## config.mk

```make
export PLATFORM = sky130hd
export DESIGN_NAME = irq_entry_seq
export DESIGN_NICKNAME = d
export VERILOG_FILES = /design/src/rtl/irq_seq_pkg.sv /design/src/rtl/ovf_timer.sv /design/src/rtl/op_boundary.sv /design/src/rtl/entry_fsm.sv /design/src/rtl/irq_entry_seq.sv
export SDC_FILE = /design/constraint.sdc
export NUM_CORES = 1
export LEC_CHECK = 0
export BUFFER_PORTS_ARGS = -buffer_cell sky130_fd_sc_hd__buf_2
export CAP_MARGIN = 20
export CORE_MARGIN = 5
export CORE_UTILIZATION = 53
export DETAILED_ROUTE_END_ITERATION = 8
export GPL_ROUTABILITY_DRIVEN = 0
export GPL_TIMING_DRIVEN = 0
export PLACE_DENSITY = 0.88
export SETUP_SLACK_MARGIN = 0.05
export SLEW_MARGIN = 20
export SYNTH_ARGS = -nofsm -noshare
export SYNTH_HDL_FRONTEND = slang
export SYNTH_SLANG_ARGS = --single-unit
```

## constraint.sdc

```tcl
create_clock -name clk -period 5.6 [get_ports clk]
set_clock_uncertainty 0.1 [all_clocks]
set_input_delay 0.56 -clock clk [delete_from_list [all_inputs] [get_ports clk]]
set_output_delay 0.56 -clock clk [all_outputs]
set_load 0.03 [all_outputs]
```

## src/rtl/irq_seq_pkg.sv

```systemverilog
package irq_seq_pkg;

  typedef enum logic [2:0] {
    ST_IDLE    = 3'd0,
    ST_PUSH_LO = 3'd1,
    ST_PUSH_HI = 3'd2,
    ST_LOAD    = 3'd3,
    ST_FETCH   = 3'd4,
    ST_HOP1    = 3'd5,
    ST_HOP2    = 3'd6
  } ent_state_t;

  // word address of a vector slot: one word per source
  function automatic int unsigned vector_word(int unsigned base, int unsigned idx);
    return base + idx;
  endfunction

  // byte of the return address sent on a given push
  function automatic logic [7:0] ret_byte(logic [15:0] pc, logic upper);
    return upper ? pc[15:8] : pc[7:0];
  endfunction

endpackage

```

## src/rtl/ovf_timer.sv

```systemverilog
module ovf_timer #(
  parameter int TMR_W = 8
) (
  input  logic             clk,
  input  logic             rst_n,
  output logic [TMR_W-1:0] count,
  output logic             wrap
);
  logic [TMR_W-1:0] cnt_q;

  always_ff @(posedge clk or negedge rst_n) begin
    if (!rst_n) cnt_q <= '0;
    else        cnt_q <= cnt_q + TMR_W'(1);
  end

  assign count = cnt_q;
  assign wrap  = &cnt_q;
endmodule

```

## src/rtl/op_boundary.sv

```systemverilog
module op_boundary #(
  parameter int LEN_W = 2
) (
  input  logic             clk,
  input  logic             rst_n,
  input  logic             op_start,
  input  logic [LEN_W-1:0] op_len,
  output logic             bnd
);
  logic [LEN_W-1:0] rem_q;
  logic [LEN_W-1:0] rem_d;

  always_comb begin
    if (op_start) begin
      bnd   = (op_len <= LEN_W'(1));
      rem_d = (op_len > LEN_W'(1)) ? op_len - LEN_W'(1) : '0;
    end else begin
      bnd   = (rem_q == LEN_W'(1));
      rem_d = (rem_q != '0) ? rem_q - LEN_W'(1) : '0;
    end
  end

  always_ff @(posedge clk or negedge rst_n) begin
    if (!rst_n) rem_q <= '0;
    else        rem_q <= rem_d;
  end
endmodule

```

## src/rtl/entry_fsm.sv

```systemverilog
module entry_fsm
  import irq_seq_pkg::*;
#(
  parameter int          PC_W     = 16,
  parameter int          SP_W     = 8,
  parameter int          SP_TOP   = 255,
  parameter int unsigned VEC_WORD = 9
) (
  input  logic            clk,
  input  logic            rst_n,
  input  logic            acc,
  input  logic            slot_jump,
  input  logic [PC_W-1:0] next_pc,
  output logic            busy,
  output logic            stk_we,
  output logic [SP_W-1:0] stk_addr,
  output logic [7:0]      stk_data,
  output logic            pc_load,
  output logic [PC_W-1:0] pc_vec,
  output logic            handler_start
);
  ent_state_t      st_q, st_d;
  logic [PC_W-1:0] ret_q;
  logic            hop_q;
  logic [SP_W-1:0] sp_q;
  logic            hs_q;

  always_comb begin
    case (st_q)
      ST_IDLE:    st_d = acc ? ST_PUSH_LO : ST_IDLE;
      ST_PUSH_LO: st_d = ST_PUSH_HI;
      ST_PUSH_HI: st_d = ST_LOAD;
      ST_LOAD:    st_d = ST_FETCH;
      ST_FETCH:   st_d = hop_q ? ST_HOP1 : ST_IDLE;
      ST_HOP1:    st_d = ST_HOP2;
      default:    st_d = ST_IDLE;
    endcase
  end

  always_ff @(posedge clk or negedge rst_n) begin
    if (!rst_n) begin
      st_q  <= ST_IDLE;
      ret_q <= '0;
      hop_q <= 1'b0;
      sp_q  <= SP_W'(SP_TOP);
      hs_q  <= 1'b0;
    end else begin
      st_q <= st_d;
      if (acc) begin
        ret_q <= next_pc;
        hop_q <= slot_jump;
      end
      if (stk_we) sp_q <= sp_q - SP_W'(1);
      hs_q <= ((st_q == ST_FETCH) && !hop_q) || (st_q == ST_HOP2);
    end
  end

  assign busy          = (st_q != ST_IDLE);
  assign stk_we        = (st_q == ST_PUSH_LO) || (st_q == ST_PUSH_HI);
  assign stk_addr      = sp_q;
  assign stk_data      = ret_byte(16'(ret_q), st_q == ST_PUSH_HI);
  assign pc_load       = (st_q == ST_LOAD);
  assign pc_vec        = PC_W'(VEC_WORD);
  assign handler_start = hs_q;
endmodule

```

## src/rtl/irq_entry_seq.sv

```systemverilog
module irq_entry_seq
  import irq_seq_pkg::*;
#(
  parameter int PC_W     = 16,
  parameter int SP_W     = 8,
  parameter int SP_TOP   = 255,
  parameter int TMR_W    = 8,
  parameter int LEN_W    = 2,
  parameter int VEC_BASE = 0,
  parameter int VEC_IDX  = 9
) (
  input  logic             clk,
  input  logic             rst_n,
  input  logic             op_start,
  input  logic [LEN_W-1:0] op_len,
  input  logic [PC_W-1:0]  next_pc,
  input  logic             ie_set,
  input  logic             ie_ret,
  input  logic             slot_jump,
  output logic             busy,
  output logic             gie,
  output logic [TMR_W-1:0] tmr_count,
  output logic             stk_we,
  output logic [SP_W-1:0]  stk_addr,
  output logic [7:0]       stk_data,
  output logic             pc_load,
  output logic [PC_W-1:0]  pc_vec,
  output logic             handler_start
);
  localparam int unsigned VEC_WORD = vector_word(VEC_BASE, VEC_IDX);

  // named internal events, observed by the bound checker
  logic wrap_w;
  logic bnd_w;
  logic req_w;
  logic acc_w;
  logic gie_q;
  logic pend_q;

  ovf_timer #(.TMR_W(TMR_W)) u_tmr (
    .clk   (clk),
    .rst_n (rst_n),
    .count (tmr_count),
    .wrap  (wrap_w)
  );

  op_boundary #(.LEN_W(LEN_W)) u_bnd (
    .clk      (clk),
    .rst_n    (rst_n),
    .op_start (op_start),
    .op_len   (op_len),
    .bnd      (bnd_w)
  );

  assign req_w = pend_q | wrap_w;
  assign acc_w = bnd_w & gie_q & req_w & ~busy;

  always_ff @(posedge clk or negedge rst_n) begin
    if (!rst_n) begin
      gie_q  <= 1'b0;
      pend_q <= 1'b0;
    end else begin
      if (acc_w)                gie_q <= 1'b0;
      else if (ie_set | ie_ret) gie_q <= 1'b1;
      if (acc_w)       pend_q <= 1'b0;
      else if (wrap_w) pend_q <= 1'b1;
    end
  end

  assign gie = gie_q;

  entry_fsm #(
    .PC_W     (PC_W),
    .SP_W     (SP_W),
    .SP_TOP   (SP_TOP),
    .VEC_WORD (VEC_WORD)
  ) u_fsm (
    .clk           (clk),
    .rst_n         (rst_n),
    .acc           (acc_w),
    .slot_jump     (slot_jump),
    .next_pc       (next_pc),
    .busy          (busy),
    .stk_we        (stk_we),
    .stk_addr      (stk_addr),
    .stk_data      (stk_data),
    .pc_load       (pc_load),
    .pc_vec        (pc_vec),
    .handler_start (handler_start)
  );
endmodule

```

==> reports/metrics.yaml, run 1 <==
routing:
  dr.first_iter.drc_count: 56
  wl_um: 3520
  vias_per_cell: 4.65
  final_antenna_net_count: 0
  vias: 1287
  drc: 0
  dr.pass1.iters: 4
  wl_per_cell_um: 12.7
timing:
  slew_violations: 0
  max_freq_mhz: 360
  post-route-period-util: 0.496
  max_slew_margin: 0.416
  hold_violations: 0
  hold_slack_ns: 0.296
  period_needed_ns: 2.78
  fin_ws_ns: 2.82
  fin_setup_tns_ns: 0
  worstMarginPinSlew_ns: 0.876
  rsz0062_at_grt: "no"
  setup_viol: 0
place:
  placed_cells: 269
  place_area_um2: 2340
  port_buffers: 52
  preCtsSetupSlack_ns: 3.14
  hpwlAfterDp_um: 2680
critical_path:
  crit_path_end_kind: "output pin"
  critPathLaunchType: "flip-flop"
  cp_max_fo: 9
  setup.worst_path.class: "reg2out"
  worst_ep_arrival_time_ns: 2.12
  cp.required_ns: 4.94
finish:
  drive_above_1_share: 0.502
  n_antenna_cell: 0
  final_nets: 254
  syn2layout_area_growth_pct: 23.5
  finish.utilization: 0.669
  final_cells: 277
  design_area_um2: 2430
yosys:
  synthesis.instances: 155
  synth_ff_type: "dfrtp_1"
  ys_warn_count: 0
  synth_fa_ha_area_frac: 0.0127
  synth_seq_cells: 41
  synth_xor_area_frac: 0.0668
  synthMuxAreaShare: 0.163
  synth-simple-area-share: 0.107
  synth_edf_count: 0
  postSynthAreaPerCell_um2: 12.7
  syn-cell-area_um2: 1970
  yosysSeqAreaShare: 0.526
  synth_top_family_by_area: "multiplexers"
  synth-compound-area-share: 0.0331
  synth.distinct_cells: 34
  synthArstFlopShare: 1.00
clock_tree:
  cts_resized: 0
  cts_buffers: 5
  cts.sinks: 41
  post_cts.repair.setup_buffers: 0
  cts_hold_buf: 0
  h-tree-depth: 2
  cts_buffer_depth: 2
  cts_tree: "built"
  clkTransAtPathRegs_ns: 0.07
  clk_latency_ns: 0.28
  cts_root_buffer: "clkbuf_8"
floorplan:
  die-area_um2: 5030
  design.core.area_um2: 3630
  die_h_um: 70.9
  io_pins: 69
  start_util: 0.542
  row_count: 22
  die_x_um: 70.9
global_routing:
  grt_max_degree: 42
  met2_usage: 0.242
  antenna_found_initial: 0
  grtUsageMet3: 0.0483
  grt_busiest_layer: "met2"
  grt_pass1_wl_um: 5920
  first_global_vias: 1310
  gr-usage-met1: 0.184
  grt_usage: 0.148
  grt-ovfl-total: 0
pwr:
  clkPwrFrac: 0.159
  cellPowerDensity_nw_per_um2: 495
  combPwrFrac: 0.456
  leakage_nw: 1.21
  power_mw: 1.20
  p_int_uw: 722
  p_sw_uw: 482
  peakVddDrop_v: 0.000299
  p_seq_frac: 0.384
  swShare: 0.401
hold_path:
  hp-class: "in2async"
job:
  drv_cap: 0
run_status:
  status: "finished, final reports clean"
-- registers in the layout, indices dropped and copies added, names as in the netlist --
name,count
u_fsm.handler_start,1
u_fsm.ret_q,16
pend_q,1
u_bnd.rem_q,2
gie,1
u_tmr.count,8
u_fsm.stk_addr,8
u_fsm.st_q,3
u_fsm.hop_q,1
-- synthesized netlist by cell type (3+ instances only) --
cell type,count,area (um2)
buf_4,16,120
dfrtp_1,33,826
dfstp_2,8,210
inv_1,6,22.5
mux2_2,17,191
mux2_4,8,120
nand2_1,4,15.0
nand3_1,7,35.0
nor2_1,10,37.5
nor3b_1,3,22.5
xnor2_1,11,96.3
xor2_1,4,35.0
-- cell families (layout without fill, tap and decap cells) --
| logic type | after synthesis | after routing |
|---|---|---|
| DFF | 41 | 41 |
| xor gates and xnor gates | 15 | 15 |
| muxes | 26 | 26 |
| other | 2 | 16 |
| AOI/OAI and AO/OA | 8 | 8 |
| and+or+nand+nor | 36 | 36 |
| adders and majority gates | 2 | 2 |
| buffers and inverters | 25 | 85 |
-- cell type report --
cell class,count,area (um2)
multi-input combinational,103,813
inverter,6,22.5
buffer,19,149
clock buffer,8,90.1
tap,48,60.1
timing repair buffer,52,260
fill,317,1200
sequential,41,1040
-- worst paths after layout --
check                             startpoint           endpoint  slack (ns)  cells past startpoint
hold / removal                         rst_n                gie        0.30                      1
setup / recovery               u_fsm.st_q[1]        stk_data[7]        2.82                      4
hold reg to reg            u_fsm.stk_addr[7]  u_fsm.stk_addr[7]        0.39                      1
setup reg to reg               u_fsm.st_q[2]    u_fsm.ret_q[12]        3.47                      6
max in group asynchronous              rst_n     u_fsm.ret_q[0]        4.56                      1
min in group clk           u_fsm.stk_addr[7]  u_fsm.stk_addr[7]        0.39                      1
-- routing by layer --
metal,wire length [um],vias up
met3,300,7
met5,0,-
met4,58,0
met2,1750,47
li1,-,630
met1,1410,603
-- critical path: stages, from the launching register on --
cell     delay (ns)
dfrtp_1        0.46
inv_1          0.11
nor3_2         0.65
mux2_2         0.42
buf_2          0.18
-- power groups by stage --
stage	sequential (mW)	combinational, mW	clock (mW)
floorplan	0.494	0.388	0
global placement	0.459	0.538	0
detailed placement	0.466	0.552	0
CTS	0.463	0.555	0.198
global route	0.474	0.595	0.214
finish	0.463	0.549	0.192
-- cells in the final DEF, fill, tap and decap left out, types with 3 or more instances in the layout --
master	instances
clkbuf_1	3
dfstp_2	8
buf_4	16
buf_2	53
clkbuf_8	6
dfrtp_1	33
mux2_4	8
nor2_1	10
xnor2_1	11
nor3b_1	3
xor2_1	4
conb_1	16
nand2_1	4
inv_1	6
nand3_1	7
mux2_2	17
Power figures use the tool's default switching activity.
==> run 2: changes to the inputs <==
Settings changed: CORE_UTILIZATION 53 to 49, PLACE_DENSITY 0.88 to 0.83.
Clock period 5.6 ns to 2.9 ns, I/O delays scaled along.
==> run 2 against run 1 <==
Net effect:
- sequential power increased by 92%
- global-route usage decreased by 1.1 points
- non-clock buffer count unchanged
- cell count increased by 0.72%
- final area increased by 0.57%
- worst hold slack got worse by 0.28 ns
- clock power increased by 110%
- routed wire length decreased by 3.2%
- combinational power increased by 91%
- core utilization decreased by 4.9 points
==> reports/metrics.yaml, run 2 (same netlist as run 1, synthesis figures left out) <==
critical_path:
  setup.worst_path.class: "reg2out"
  cp.required_ns: 2.51  # -2.43 ns
  worst_ep_arrival_time_ns: 2.06  # -0.06 ns
  cp_max_fo: 9  # unchanged
  crit_path_end_kind: "output pin"
  critPathLaunchType: "flip-flop"
timing:
  setup_viol: 0  # unchanged
  max_slew_margin: 0.417  # +0.00155
  slew_violations: 0  # unchanged
  rsz0062_at_grt: "no"
  hold_violations: 0  # unchanged
  post-route-period-util: 0.844
  period_needed_ns: 2.45
  fin_setup_tns_ns: 0  # unchanged
  worstMarginPinSlew_ns: 0.874  # -0.00233 ns
  max_freq_mhz: 408
clock_tree:
  cts_hold_buf: 0  # unchanged
  cts_root_buffer: "clkbuf_8"
  h-tree-depth: 2  # unchanged
  clk_latency_ns: 0.28  # about the same
  cts_buffers: 5  # unchanged
  cts_tree: "built"
  cts_buffer_depth: 2  # unchanged
  post_cts.repair.setup_buffers: 0  # unchanged
  clkTransAtPathRegs_ns: 0.07  # about the same
  cts_resized: 0  # unchanged
  cts.sinks: 41  # unchanged
place:
  port_buffers: 52  # unchanged
  place_area_um2: 2340  # +0.11%
  hpwlAfterDp_um: 2560  # -4.3%
finish:
  n_antenna_cell: 0  # unchanged
  n_fill_cell: 342  # +7.9%
  regMostFlops: "u_fsm.ret_q"
  final_nets: 254  # unchanged
  largest_register_ffs: 16  # unchanged
  final_cell_mix: "53 x buf_2, 33 x dfrtp_1, 17 x mux2_2"
  drive_above_1_share: 0.511  # +0.00873
  syn2layout_area_growth_pct: 24.2
  layout.cells.most_common: "buf_2"
  design_area_um2: 2440  # +0.57%
routing:
  dr.pass1.iters: 4  # unchanged
  final_antenna_net_count: 0  # unchanged
  wl_um: 3410  # -3.2%
  wl_per_cell_um: 12.2  # -3.9%
  dr.first_iter.drc_count: 33  # -41%
  vias: 1256  # -2.4%
  wl_met1_um: 1430  # +1.5%
  vias_per_cell: 4.50  # -3.1%
  met2_length_um: 1540  # -12%
  met3_wirelength_um: 390  # +30%
  drc: 0  # unchanged
  top_layer: "met4"
pwr:
  leakage_nw: 1.22  # +0.72%
  peakVddDrop_v: 0.000619  # +110%
  cellPowerDensity_nw_per_um2: 957  # +93%
global_routing:
  first_global_vias: 1232  # -6.0%
  grt_max_degree: 42  # unchanged
  antenna_found_initial: 0  # unchanged
  grt_usage: 0.137  # -0.0114
  grt-ovfl-total: 0  # unchanged
  grt_pass1_wl_um: 5520  # -6.8%
hold_path:
  hp-class: "in2async"
floorplan:
  start_util: 0.499  # -0.0425
  io_pins: 69  # unchanged
  die_x_um: 73.4  # +3.4%
  row_count: 23  # +4.5%
  design.core.area_um2: 3940  # +8.5%
  die-area_um2: 5380  # +7.0%
  die_h_um: 73.4  # +3.4%
job:
  drv_cap: 0  # unchanged
run_status:
  status: "finished, final reports clean"
==> run 2: path summary, 6_finish.rpt <==
path                            slack [ns]               from  cells past startpoint           endpoint
worst max register to register        0.75      u_fsm.st_q[2]                      6        u_fsm.hop_q
min in group clk                      0.13        next_pc[13]                      2    u_fsm.ret_q[13]
worst max-delay path                  0.45      u_fsm.st_q[1]                      4        stk_data[1]
worst min-delay path                  0.02              rst_n                      1     u_fsm.ret_q[5]
max in group asynchronous             2.14              rst_n                      1    u_fsm.ret_q[11]
worst min register to register        0.38  u_fsm.stk_addr[7]                      1  u_fsm.stk_addr[7]
==> run 2: final cells by class <==
type | count | area [um2] | share of cell area
Clock buffer | 7 | 96.3 | 0.0394
Sequential cell | 41 | 1040 | 0.424
Buffer | 19 | 149 | 0.0609
Tap cell | 50 | 62.6 | 0.0256
Clock inverter | 1 | 5.00 | 0.00205
Inverter | 6 | 22.5 | 0.00921
Timing Repair Buffer | 52 | 260 | 0.106
Multi-Input combinational cell | 103 | 813 | 0.333
==> run 2: layer usage <==
layer,GRT usage,up-vias
met5,0,-
met4,0.0423,0
met3,0.0698,6
met2,0.215,50
met1,0.163,567
li1,-,633
==> run 2: stage by stage <==
stage | utilization | instances | hold slack [ns] | setup WS [ns] | power, mW
global placement | 0.594 | 271 | 0.364 | 0.701 | 1.93
floorplan | - | 169 | -0.106 | 0.806 | 1.70
CTS | 0.620 | 279 | 0.0458 | 0.388 | 2.37
finish | 0.620 | 279 | 0.0168 | 0.451 | 2.34
detailed placement | 0.594 | 271 | 0.363 | 0.699 | 1.96
global route | 0.620 | 279 | 0.0854 | 0.313 | 2.49
==> run 2: worst max-delay path: stages (launching register included) <==
cell and delay [ns]:
dfrtp_1 0.47, inv_1 0.12, nor3_2 0.60, mux2_2 0.41, buf_2 0.18
==> run 2: power breakdown <==
part           switching [mW]  internal (mW)  total, mW  leakage (nW)
Combinational           0.629          0.424       1.05         0.669
Clock                   0.184          0.215      0.399        0.0542
Sequential              0.113          0.775      0.889         0.496
==> run 3: changes to the inputs <==
Clock period 2.9 ns to 2.5 ns, I/O delays scaled along.
==> run 3 against run 2 <==
Net effect:
- the flow now finishes with violations (hold timing)
- register-to-register slack worse by 0.43 ns
- setup slack worse by 0.19 ns
- combinational power up 17%
==> reports/metrics.yaml, run 3 (same netlist as run 1, synthesis figures left out) <==
timing:
  post-route-period-util: 0.897
  hold_slack_ns: -0.0240  # -0.0408 ns
  fin_ws_ns: 0.256  # -0.195 ns
  slew_violations: 0  # unchanged
  fin_setup_tns_ns: 0  # unchanged
  max_freq_mhz: 446
  max_slew_margin: 0.417  # about the same
  worstMarginPinSlew_ns: 0.874  # +0.0000206 ns
  rsz0062_at_grt: "no"
  period_needed_ns: 2.24
  setup_viol: 0  # unchanged
  hold_violations: 33  # +33
finish:
  regMostFlops: "u_fsm.ret_q"
  finish.utilization: 0.622  # +0.00159
  largest_register_ffs: 16  # unchanged
  syn2layout_area_growth_pct: 24.5
  n_antenna_cell: 0  # unchanged
  layout.cells.most_common: "buf_2"
  design_area_um2: 2450  # +0.26%
  drive_above_1_share: 0.511  # unchanged
  final_cell_mix: "53 x buf_2, 33 x dfrtp_1, 17 x mux2_2"
  final_nets: 254  # unchanged
  final_cells: 279  # unchanged
clock_tree:
  cts_buffers: 5  # unchanged
  h-tree-depth: 2  # unchanged
  clkTransAtPathRegs_ns: 0.07  # about the same
  cts_root_buffer: "clkbuf_8"
  post_cts.repair.setup_buffers: 0  # unchanged
  cts_hold_buf: 0  # unchanged
  cts.sinks: 41  # unchanged
  cts_buffer_depth: 2  # unchanged
  cts_resized: 1  # +1
  cts_tree: "built"
  clk_latency_ns: 0.29  # about the same
place:
  preCtsSetupSlack_ns: 0.299  # -0.400 ns
  hpwlAfterDp_um: 2560  # unchanged
  place_area_um2: 2340  # unchanged
  port_buffers: 52  # unchanged
  placed_cells: 271  # unchanged
pwr:
  leakage_nw: 1.22  # +0.14%
  combPwrFrac: 0.453  # +0.003
  swShare: 0.397  # +0.00115
  p_int_mw: 1.64  # +16%
  p_sw_mw: 1.08  # +17%
  cellPowerDensity_nw_per_um2: 1110  # +16%
  p_seq_frac: 0.378  # -0.002
  peakVddDrop_v: 0.000715  # +16%
  clkPwrFrac: 0.170  # about the same
  power_mw: 2.73  # +17%
global_routing:
  grt_usage: 0.138  # +0.00144
  grt_max_degree: 42  # unchanged
  antenna_found_initial: 0  # unchanged
  first_global_vias: 1241  # +0.73%
  grt-ovfl-total: 0  # unchanged
  grt_pass1_wl_um: 5580  # +1.1%
routing:
  wl_per_cell_um: 12.2  # +0.29%
  dr.first_iter.drc_count: 26  # -21%
  final_antenna_net_count: 0  # unchanged
  dr.pass1.iters: 3  # -1
  vias: 1265  # +0.72%
  vias_per_cell: 4.53  # +0.72%
  drc: 0  # unchanged
  wl_um: 3420  # +0.29%
floorplan:
  design.core.area_um2: 3940  # unchanged
  die_h_um: 73.4  # unchanged
  start_util: 0.499  # unchanged
  io_pins: 69  # unchanged
  row_count: 23  # unchanged
  die-area_um2: 5380  # unchanged
  die_x_um: 73.4  # unchanged
hold_path:
  hp-class: "in2async"
job:
  drv_cap: 0  # unchanged
critical_path:
  worst-path-buf-inv: 2  # unchanged
  crit_slowest_cell: "dfrtp_1"
  cp_max_fo: 9  # unchanged
  cp_top_family: "flip-flops"
  cp.required_ns: 2.15  # -0.36 ns
  setup.worst_path.class: "reg2out"
  crit_path_end_kind: "output pin"
  cp_slowest_stage_delay_ns: 0.47  # -0.13 ns
  crit_chain: "inv_1, nor3_4, mux2_2, buf_2"
  critPathLaunchType: "flip-flop"
  worst_ep_arrival_time_ns: 1.89  # -0.17 ns
run_status:
  status: "finished with violations"
  violations: "hold timing"
run 3: cell count changes in the layout (fill, tap and decap cells not counted):
| cell | change |
|---|---|
| nor3_2 | -1 |
| nor3_4 | +1 |
run 3: metal layers:
| layer | GRT usage | vias to the layer above | wire (um) |
|---|---|---|---|
| met5 | 0 | - | 0 |
| met4 | 0.0423 | 0 | 44 |
| met3 | 0.0698 | 6 | 389 |
| met2 | 0.219 | 50 | 1570 |
| met1 | 0.164 | 576 | 1410 |
| li1 | - | 633 | - |
run 3: final timing paths:
path                                   startpoint                 to  slack, ns  cells past startpoint
worst max-delay path                u_fsm.st_q[1]        stk_data[1]       0.26                      4
worst min-delay path                        rst_n     u_fsm.ret_q[5]      -0.02                      1
worst max register to register      u_fsm.st_q[2]    u_fsm.ret_q[15]       0.32                      6
worst min register to register  u_fsm.stk_addr[7]  u_fsm.stk_addr[7]       0.38                      1
max in group asynchronous                   rst_n    u_fsm.ret_q[11]       1.78                      1
min in group clk                           ie_set                gie       0.09                      3
run 3: layout make-up:
class / count / area, um2
clock buffers: 7 / 96.3
clock inverters: 1 / 5.00
flip-flops and latches: 41 / 1040
plain buffers: 19 / 149
repair buffers: 52 / 260
multi-input cells: 103 / 820
well taps: 50 / 62.6
inverters: 6 / 22.5
fillers: 340 / 1490
run 3: power groups by stage:
stage	clock, mW	sequential [mW]	combinational [mW]
2_1_floorplan	0	1.11	0.868
3_3_place_gp	0	1.03	1.21
3_5_place_dp	0	1.04	1.24
4_1_cts	0.483	1.03	1.25
5_1_grt	0.513	1.06	1.33
6_report	0.462	1.03	1.23
